===== config.mk =====
export PLATFORM = sky130hd
export DESIGN_NAME = cmp_condition
export DESIGN_NICKNAME = d
export VERILOG_FILES = /design/src/rtl/cmpc_pkg.sv /design/src/rtl/cmpc_sync.sv /design/src/rtl/cmpc_strobe.sv /design/src/rtl/cmpc_filter.sv /design/src/rtl/cmp_condition.sv
export SDC_FILE = /design/constraint.sdc
export NUM_CORES = 1
export LEC_CHECK = 0
export ABC_CLOCK_PERIOD_IN_PS = 5400
export BUFFER_PORTS_ARGS = -buffer_cell sky130_fd_sc_hd__buf_2
export CAP_MARGIN = 30
export CORE_MARGIN = 4
export CORE_UTILIZATION = 30
export DETAILED_ROUTE_END_ITERATION = 7
export PLACE_DENSITY = 0.53
export SLEW_MARGIN = 20
export SYNTH_ARGS = -nofsm -noshare
export SYNTH_HDL_FRONTEND = slang
export SYNTH_SLANG_ARGS = --single-unit
export TNS_END_PERCENT = 1

===== constraint.sdc =====
create_clock -name clk -period 5.4 [get_ports clk]
set_clock_uncertainty 0.05 [all_clocks]
set_input_delay 0.81 -clock clk [delete_from_list [all_inputs] [get_ports clk]]
set_output_delay 0.81 -clock clk [all_outputs]
set_load 0.05 [all_outputs]

===== src/rtl/cmpc_pkg.sv =====
package cmpc_pkg;
  typedef enum logic [2:0] {
    MODE_CONT  = 3'd0,
    MODE_SAMP  = 3'd1,
    MODE_SFILT = 3'd2,
    MODE_WIN   = 3'd3,
    MODE_WFILT = 3'd4
  } cmpc_mode_e;
endpackage


===== src/rtl/cmpc_sync.sv =====
module cmpc_sync #(
  parameter int W = 3
) (
  input  logic         clk,
  input  logic         rst,
  input  logic [W-1:0] async_in,
  output logic [W-1:0] sync_out
);
  for (genvar i = 0; i < W; i++) begin : g_bit
    logic s1, s2;
    always_ff @(posedge clk) begin
      if (rst) begin
        s1 <= 1'b0;
        s2 <= 1'b0;
      end else begin
        s1 <= async_in[i];
        s2 <= s1;
      end
    end
    assign sync_out[i] = s2;
  end
endmodule


===== src/rtl/cmpc_strobe.sv =====
module cmpc_strobe #(
  parameter int PER_W = 8
) (
  input  logic             clk,
  input  logic             rst,
  input  logic             use_ext,
  input  logic [PER_W-1:0] period,
  input  logic             ext_lvl,
  output logic             strobe
);
  logic [PER_W-1:0] cnt;
  logic [PER_W-1:0] last;
  logic             ext_d;
  logic             wrap;

  assign last = (period == '0) ? '0 : period - 1'b1;
  assign wrap = (cnt >= last);

  always_ff @(posedge clk) begin
    if (rst) begin
      cnt   <= '0;
      ext_d <= 1'b0;
    end else begin
      ext_d <= ext_lvl;
      cnt   <= wrap ? '0 : cnt + 1'b1;
    end
  end

  assign strobe = use_ext ? (ext_lvl & ~ext_d) : wrap;
endmodule


===== src/rtl/cmpc_filter.sv =====
module cmpc_filter #(
  parameter int CNT_W = 3
) (
  input  logic             clk,
  input  logic             rst,
  input  logic             direct,
  input  logic             load,
  input  logic             strobe,
  input  logic             sample,
  input  logic [CNT_W-1:0] need,
  output logic             level
);
  logic [CNT_W-1:0] run;
  logic [CNT_W:0]   run_nx;
  logic [CNT_W:0]   need_eff;

  assign need_eff = (need == '0) ? {{CNT_W{1'b0}}, 1'b1} : {1'b0, need};
  assign run_nx   = {1'b0, run} + 1'b1;

  always_ff @(posedge clk) begin
    if (rst) begin
      level <= 1'b0;
      run   <= '0;
    end else if (direct) begin
      run <= '0;
      if (load) level <= sample;
    end else if (strobe) begin
      if (sample == level) begin
        run <= '0;
      end else if (run_nx >= need_eff) begin
        level <= sample;
        run   <= '0;
      end else begin
        run <= run_nx[CNT_W-1:0];
      end
    end
  end
endmodule


===== src/rtl/cmp_condition.sv =====
module cmp_condition
  import cmpc_pkg::*;
#(
  parameter int PER_W = 8,
  parameter int CNT_W = 3
) (
  input  logic             clk,
  input  logic             rst,
  input  logic             raw_in,
  input  logic             samp_in,
  input  logic             win_in,
  input  logic [2:0]       cfg_mode,
  input  logic             cfg_invert,
  input  logic             cfg_ext_samp,
  input  logic [PER_W-1:0] cfg_filt_per,
  input  logic [CNT_W-1:0] cfg_filt_cnt,
  input  logic             cfg_pin_sel,
  input  logic             cfg_pin_en,
  input  logic             cfg_rise_ie,
  input  logic             cfg_fall_ie,
  input  logic             cfg_dma_en,
  input  logic [1:0]       flag_clr,
  output logic             cond_out,
  output logic             pin_out,
  output logic             rise_flag,
  output logic             fall_flag,
  output logic             irq,
  output logic             dma_req
);
  localparam int NSYNC = 3;

  logic [NSYNC-1:0] sync_v;
  logic raw_s, samp_s, win_s;
  logic cmp_v, win_hold;
  logic is_samp, is_win, is_wfilt, direct, load, strobe, sample;
  logic [CNT_W-1:0] need;
  logic cond_prev, rise_det, fall_det, req;
  cmpc_mode_e mode;

  cmpc_sync #(.W(NSYNC)) u_sync (
    .clk(clk), .rst(rst),
    .async_in({win_in, samp_in, raw_in}),
    .sync_out(sync_v)
  );
  assign {win_s, samp_s, raw_s} = sync_v;

  assign cmp_v = raw_s ^ cfg_invert;
  assign mode  = cmpc_mode_e'(cfg_mode);

  always_comb begin
    is_samp  = 1'b0;
    is_win   = 1'b0;
    is_wfilt = 1'b0;
    need     = cfg_filt_cnt;
    case (mode)
      MODE_SAMP:  begin is_samp = 1'b1; need = {{(CNT_W-1){1'b0}}, 1'b1}; end
      MODE_SFILT: is_samp  = 1'b1;
      MODE_WIN:   is_win   = 1'b1;
      MODE_WFILT: is_wfilt = 1'b1;
      default:    ;
    endcase
  end

  always_ff @(posedge clk) begin
    if (rst)        win_hold <= 1'b0;
    else if (win_s) win_hold <= cmp_v;
  end

  assign direct = ~(is_samp | is_wfilt);
  assign load   = is_win ? win_s : 1'b1;
  assign sample = is_wfilt ? win_hold : cmp_v;

  cmpc_strobe #(.PER_W(PER_W)) u_strobe (
    .clk(clk), .rst(rst),
    .use_ext(is_samp & cfg_ext_samp),
    .period(cfg_filt_per),
    .ext_lvl(samp_s),
    .strobe(strobe)
  );

  cmpc_filter #(.CNT_W(CNT_W)) u_filter (
    .clk(clk), .rst(rst),
    .direct(direct), .load(load), .strobe(strobe),
    .sample(sample), .need(need),
    .level(cond_out)
  );

  assign rise_det = cond_out & ~cond_prev;
  assign fall_det = ~cond_out & cond_prev;

  always_ff @(posedge clk) begin
    if (rst) begin
      cond_prev <= 1'b0;
      rise_flag <= 1'b0;
      fall_flag <= 1'b0;
      pin_out   <= 1'b0;
    end else begin
      cond_prev <= cond_out;
      rise_flag <= rise_det | (rise_flag & ~flag_clr[0]);
      fall_flag <= fall_det | (fall_flag & ~flag_clr[1]);
      pin_out   <= cfg_pin_en & (cfg_pin_sel ? cmp_v : cond_out);
    end
  end

  assign req     = (rise_flag & cfg_rise_ie) | (fall_flag & cfg_fall_ie);
  assign irq     = req & ~cfg_dma_en;
  assign dma_req = req & cfg_dma_en;
endmodule


== After elaboration in Yosys (flattened, before gate mapping) ==
Index checks and enable logic that the tools add are counted.

* Register bits after elaboration: 24
* Latch bits: 0
* Memory bits (writable): 0
* Bits in read-only memories: 0
* Bits of input ports: 28
* Output and inout bits: 6
* Word-level logic and storage cells: 75
* Memories kept: 0

* $add $sub $neg: 3
* Multiply operators: 0
* Div/mod/pow operators: 0
* $lt $le $gt $ge: 2
* Equal/unequal tests: 8
* Shift operators: 0
* Mux-type cells: 17
* Bitwise logic cells: 23
* Reductions and logical operators: 7

{| class="wikitable"
|+ Operator list
! kind !! count
|-
| 1-bit two-way mux || 12
|-
| 3-bit two-way mux || 4
|-
| 1-bit bitwise AND || 11
|-
| 8-bit by 1-bit adder with 8-bit output (second input constant) || 1
|-
| 8-bit >= comparator || 1
|-
| 8-bit logical NOT || 1
|-
| 8-bit two-way mux || 1
|-
| 8-bit by 1-bit subtractor with 8-bit output (second input constant) || 1
|-
| 1-bit NOT || 7
|-
| 3-bit by 2-bit equality test with 1-bit output (second input constant) || 2
|-
| 2-bit OR reduction || 3
|-
| 3-bit by 1-bit adder with 4-bit output (second input constant) || 1
|-
| 4-bit >= comparator || 1
|-
| 2-bit != test (second input constant) || 2
|-
| 1-bit bitwise OR || 4
|-
| 4-bit AND reduction || 1
|-
| 3-bit by 1-bit equality test with 1-bit output (second input constant) || 1
|-
| 3-bit equality test (second input constant) || 1
|-
| 3-bit logical NOT || 1
|-
| 2-bit by 1-bit != test with 1-bit output (second input constant) || 1
|-
| 2-bit nonzero test || 1
|-
| 1-bit equality test || 1
|-
| 1-bit XOR || 1
|}

== Longest topological paths before layout ==
* Word-level depth: 9
* Mapped depth: 13
* Mapped depth without buffers: 13

== Cells and area by module ==
Synthesis repeated with hierarchy kept, for this count alone.

* Cell total of the unflattened synthesis: 168
* Area, all modules: 1503.9 µm²

{| class="wikitable"
|+ By module, submodules not included
! module !! instances !! cells an instance !! area each (µm²) !! seq. area each (µm²)
|-
| cmpc_strobe || 1 || 82 || 716.9 || 180.2
|-
| cmpc_filter || 1 || 38 || 312.8 || 80.1
|-
| cmp_condition || 1 || 33 || 294.0 || 100.1
|-
| cmpc_sync || 1 || 15 || 180.2 || 120.1
|}

== Worst setup path after synthesis ==
Ideal clock, no wire load.

* Path type: input to register
* Start point: input port cfg_filt_per[0]
* End point: register u_filter.level
* Setup time: 123 ps
* Data arrival time: 3379 ps
* Required time: 5227 ps
* Setup slack: 1847 ps
* Cell stages on the path: 13
* Path through: inv_1 -> ha_1 -> nor2b_1 -> nand3b_1 -> or3_1 -> and2_1 -> ha_1 -> nand2b_1 -> a2111oi_2 -> o31ai_1 -> a21oi_2 -> a221oi_2 -> mux2_1

* Longest elaborated chain between the ends: 6
* Elaborated cells on any way between the ends: 7
* Classes of those cells: 1 x add/sub; 1 x order compare; 1 x eq/ne; 2 x mux; 2 x reduce/logical

{| class="wikitable"
|+ RTL lines
! what !! RTL line !! source
|-
| from (decl) || cmp_condition.sv:15 || <nowiki>input logic [PER_W-1:0] cfg_filt_per,</nowiki>
|-
| 8-bit by 1-bit subtractor with 8-bit output or 8-bit logical NOT (tied branches) || cmpc_strobe.sv:16 || <nowiki>assign last = (period == '0) ? '0 : period - 1'b1;</nowiki>
|-
| 8-bit two-way mux (*) || cmpc_strobe.sv:16 ||
|-
| 8-bit >= comparator (*) || cmpc_strobe.sv:17 || <nowiki>assign wrap = (cnt >= last);</nowiki>
|-
| 1-bit two-way mux (*) || cmpc_strobe.sv:29 || <nowiki>assign strobe = use_ext ? (ext_lvl & ~ext_d) : wrap;</nowiki>
|-
| 2-bit != test (no line) (*) || -- ||
|-
| 4-bit AND reduction (no line) (*) || -- ||
|-
| to (signal assigned) || cmpc_filter.sv:26 || <nowiki>if (load) level <= sample;</nowiki>
|-
| to (signal assigned) || cmpc_filter.sv:31 || <nowiki>level <= sample;</nowiki>
|-
| to (decl) || cmpc_filter.sv:11 || <nowiki>output logic level</nowiki>
|}

Every way passes the cells marked *; elsewhere a longest branch is shown, timed or not.
A chain may end at the register's enable or synchronous reset.

== Worst setup path in the final report ==
Ends and elaborated chain as after synthesis.

==> qor.yml <==
cp_data_arrival_time_ns: 3.73
clk_path_buf_depth: 2
grt_max_degree: 16
layout-drive-gt1-share_pct: 22.3
p_switching_mw: 0.106
worst_pin_slew_ns: 0.352
pwr-share-seq_pct: 44.6
synth.area.top_cells: "dfxtp_1 32%, ha_1 12%, nor2_1 5.5%, nor2b_1 5.0%, xor2_1 4.7%"
cp-start-kind: "input pin"
cts-hold-fix-buffers: 0
synth.top_cell.area_share_pct: 32.2
cts_buffers: 3
fmax_mhz: 276
fin_tns_setup_ns: 0
drtPass1Iterations: 4
finalHoldViolations: 0
irDropWorstVdd_uv: 131
cts_tree: "built"
syn_inst: 170
p_comb_share_pct: 19.1
swShare_pct: 24.9
overflow: 0
setup_viol_count_final: 0
powerDensity_nw_per_um2: 240
core-area_um2: 4790
yosysTopAreaCell: "dfxtp_1"
grt_first_pass_wirelength_um: 4890
synth_nets: 212
cp-end-kind: "flop"
cts-resized-gates: 0
drtIter0Drc: 49
vias: 1180
cp.required_ns: 5.50
post_cts_buffers: 0
die_w_um: 78.6
antenna_cells: 0
htree_levels: 1
syn2layout_area_growth_pct: 19.2
slew_viol_final: 0
layout.nets: 245
yosysSeqAreaShare_pct: 32.2
cts_sinks: 24
root_buffer: "clkbuf_8"
fill_cells: 504
criticalPathCategory: "input pin to flop"
start_util_pct: 31.2
clk_pin_slew_ns: 0.08
cp_max_fo: 6
yosysWarnings: 0
ios: 34
hpwl_um: 2220
clk_latency_ns: 0.26
relSlewSlack_pct: 75.9
rows: 25
antenna_left: 0
gp_congestion: 0.742
grtUsageTotal_pct: 9.51
antenna_found_initial: 0
grt_pass1_vias: 1100
synth.distinct_cells: 43
ys_seq_elements: 24
p_leak_nw: 0.806
die_area_um2: 6170
post_drt_wl_per_cell_um: 9.94
avgSynthCellArea_um2: 8.79
period_minus_slack_ns: 3.63
rsz0062_at_grt: "false"
drc_errors: 0
hold_path_class: "flop to flop"
syn-cell-area_um2: 1490
intPower_mw: 0.321
drv_cap: 0
viasPerCell: 4.39
finalCritPeriodShare_pct: 67.2
fin_util_pct: 37.2
die_h_um: 78.6
hold_slack_ns: 0.391
drt_wl_total_um: 2670
outcome: "completed"
clkPwrFrac_pct: 36.3
port_buffers: 33
## Yosys cell counts
| library cell | count |
|---|---|
| nand3b_1 | 2 |
| a21oi_2 | 1 |
| a2111oi_2 | 2 |
| nor2b_1 | 12 |
| mux2i_1 | 2 |
| a221oi_2 | 1 |
| clkbuf_1 | 2 |
| o21a_1 | 2 |
| nor2_1 | 22 |
| a21oi_1 | 11 |
| xor2_1 | 8 |
| nand3_1 | 4 |
| or2_1 | 1 |
| o31ai_1 | 1 |
| ha_1 | 14 |
| nand4_1 | 1 |
| and4b_1 | 1 |
| a211oi_1 | 1 |
| nand2_1 | 11 |
| or2_2 | 1 |
| buf_4 | 2 |
| a21o_1 | 1 |
| nand4bb_1 | 1 |
| o21ai_0 | 4 |
| buf_6 | 1 |
| nor3b_1 | 1 |
| a22oi_1 | 1 |
| nor4bb_1 | 1 |
| and2_1 | 1 |
| inv_1 | 6 |
| or3_1 | 1 |
| nor3b_4 | 1 |
| nand2b_1 | 7 |
| nor3_1 | 3 |
| o21ai_1 | 1 |
| a2111oi_0 | 1 |
| mux2_4 | 1 |
| xor2_2 | 1 |
| dfxtp_1 | 24 |
| and3_1 | 3 |
| xnor2_1 | 6 |
| a211o_1 | 1 |
| mux2_1 | 1 |
## worst max-delay path, stage by stage
cell and delay (ns):
buf_2 0.10, inv_1 0.06, ha_1 0.15, nor2b_1 0.23, nand3b_1 0.15, or3_1 0.42
and2_1 0.20, ha_1 0.26, nand2b_1 0.15, a2111oi_2 0.36, o31ai_1 0.15, a21oi_2 0.29
a221oi_2 0.10, mux2_1 0.31
## cells by family (layout without fill, tap and decap cells)
group | Yosys count | count (layout) | synth area share [%]
AND/OR/NAND/NOR | 74 | 74 | 26.8
AO/OA/AOI/OAI | 28 | 28 | 13.1
flip-flops | 24 | 24 | 32.2
XOR/XNOR | 15 | 15 | 9.30
adder cells (fa/ha/maj) | 14 | 14 | 11.7
buffers and inverters | 11 | 43 | 3.77
multiplexers | 4 | 4 | 3.10
## placed cells by master (no fill, tap or decap), types with 2 or more instances in the layout
cell type and n:
buf_2 33, dfxtp_1 24, nor2_1 22, ha_1 14, nor2b_1 12, nand2_1 11, a21oi_1 11, xor2_1 8
nand2b_1 7, inv_1 6, xnor2_1 6, o21ai_0 4, nand3_1 4, nor3_1 3, and3_1 3, clkbuf_8 3
nand3b_1 2, mux2i_1 2, a2111oi_2 2, o21a_1 2
## layout make-up
cell class | count | area [um^2] | area share (%)
Inverter | 6 | 22.5 | 1.26
Clock inverter | 1 | 30.0 | 1.69
Timing Repair Buffer | 33 | 165 | 9.28
Tap cell | 67 | 83.8 | 4.71
Multi-Input combinational cell | 135 | 957 | 53.8
Sequential cell | 24 | 480 | 27.0
Clock buffer | 3 | 41.3 | 2.32
## path summary, 6_finish.rpt
path                                         start                  to  slack [ns]  cells past startpoint
worst max-delay path               cfg_filt_per[0]      u_filter.level        1.77                     14
worst min-delay path            u_sync.g_bit[0].s1  u_sync.g_bit[0].s2        0.39                      1
worst max register to register     u_filter.run[0]      u_filter.level        3.14                      7
worst min register to register  u_sync.g_bit[0].s1  u_sync.g_bit[0].s2        0.39                      1
## power by group through the flow
| stage | Combinational (mW) | Sequential (mW) | Clock (mW) |
|---|---|---|---|
| after floorplan | 0.0548 | 0.201 | 0 |
| after global placement | 0.0824 | 0.195 | 0 |
| after detailed placement | 0.0821 | 0.195 | 0 |
| after CTS | 0.0827 | 0.191 | 0.160 |
| after global routing | 0.0934 | 0.192 | 0.167 |
| final | 0.0816 | 0.191 | 0.155 |
## state kept, by name, indices dropped and copies added (netlist names)
name and count:
u_strobe.cnt 8, u_filter.run 3, u_sync.g_bit.s1 3, u_sync.g_bit.s2 3
cond_prev 1, fall_flag 1, pin_out 1, rise_flag 1
u_filter.level 1, u_strobe.ext_d 1, win_hold 1
## per-stage QoR
| stage | instance area (um^2) | worst slack (ns) | instances | power, mW |
|---|---|---|---|---|
| final | 1780 | 1.77 | 269 | 0.427 |
| after global routing | 1780 | 1.51 | 269 | 0.453 |
| after CTS | 1780 | 1.74 | 269 | 0.433 |
| after detailed placement | 1710 | 1.47 | 265 | 0.277 |
| after global placement | 1710 | 1.54 | 265 | 0.277 |
| after floorplan | 1490 | 1.85 | 170 | 0.255 |
## routing by layer
metal,share of wire (%),vias to the layer above,GRT usage (%),routed length [um]
li1,-,651,-,-
met1,51,518,13.6,1360
met2,46,9,14.3,1240
met3,2.5,2,1.49,67
met4,0.34,0,3.15,9
met5,0,-,0,0
Power figures use the tool's default switching activity.
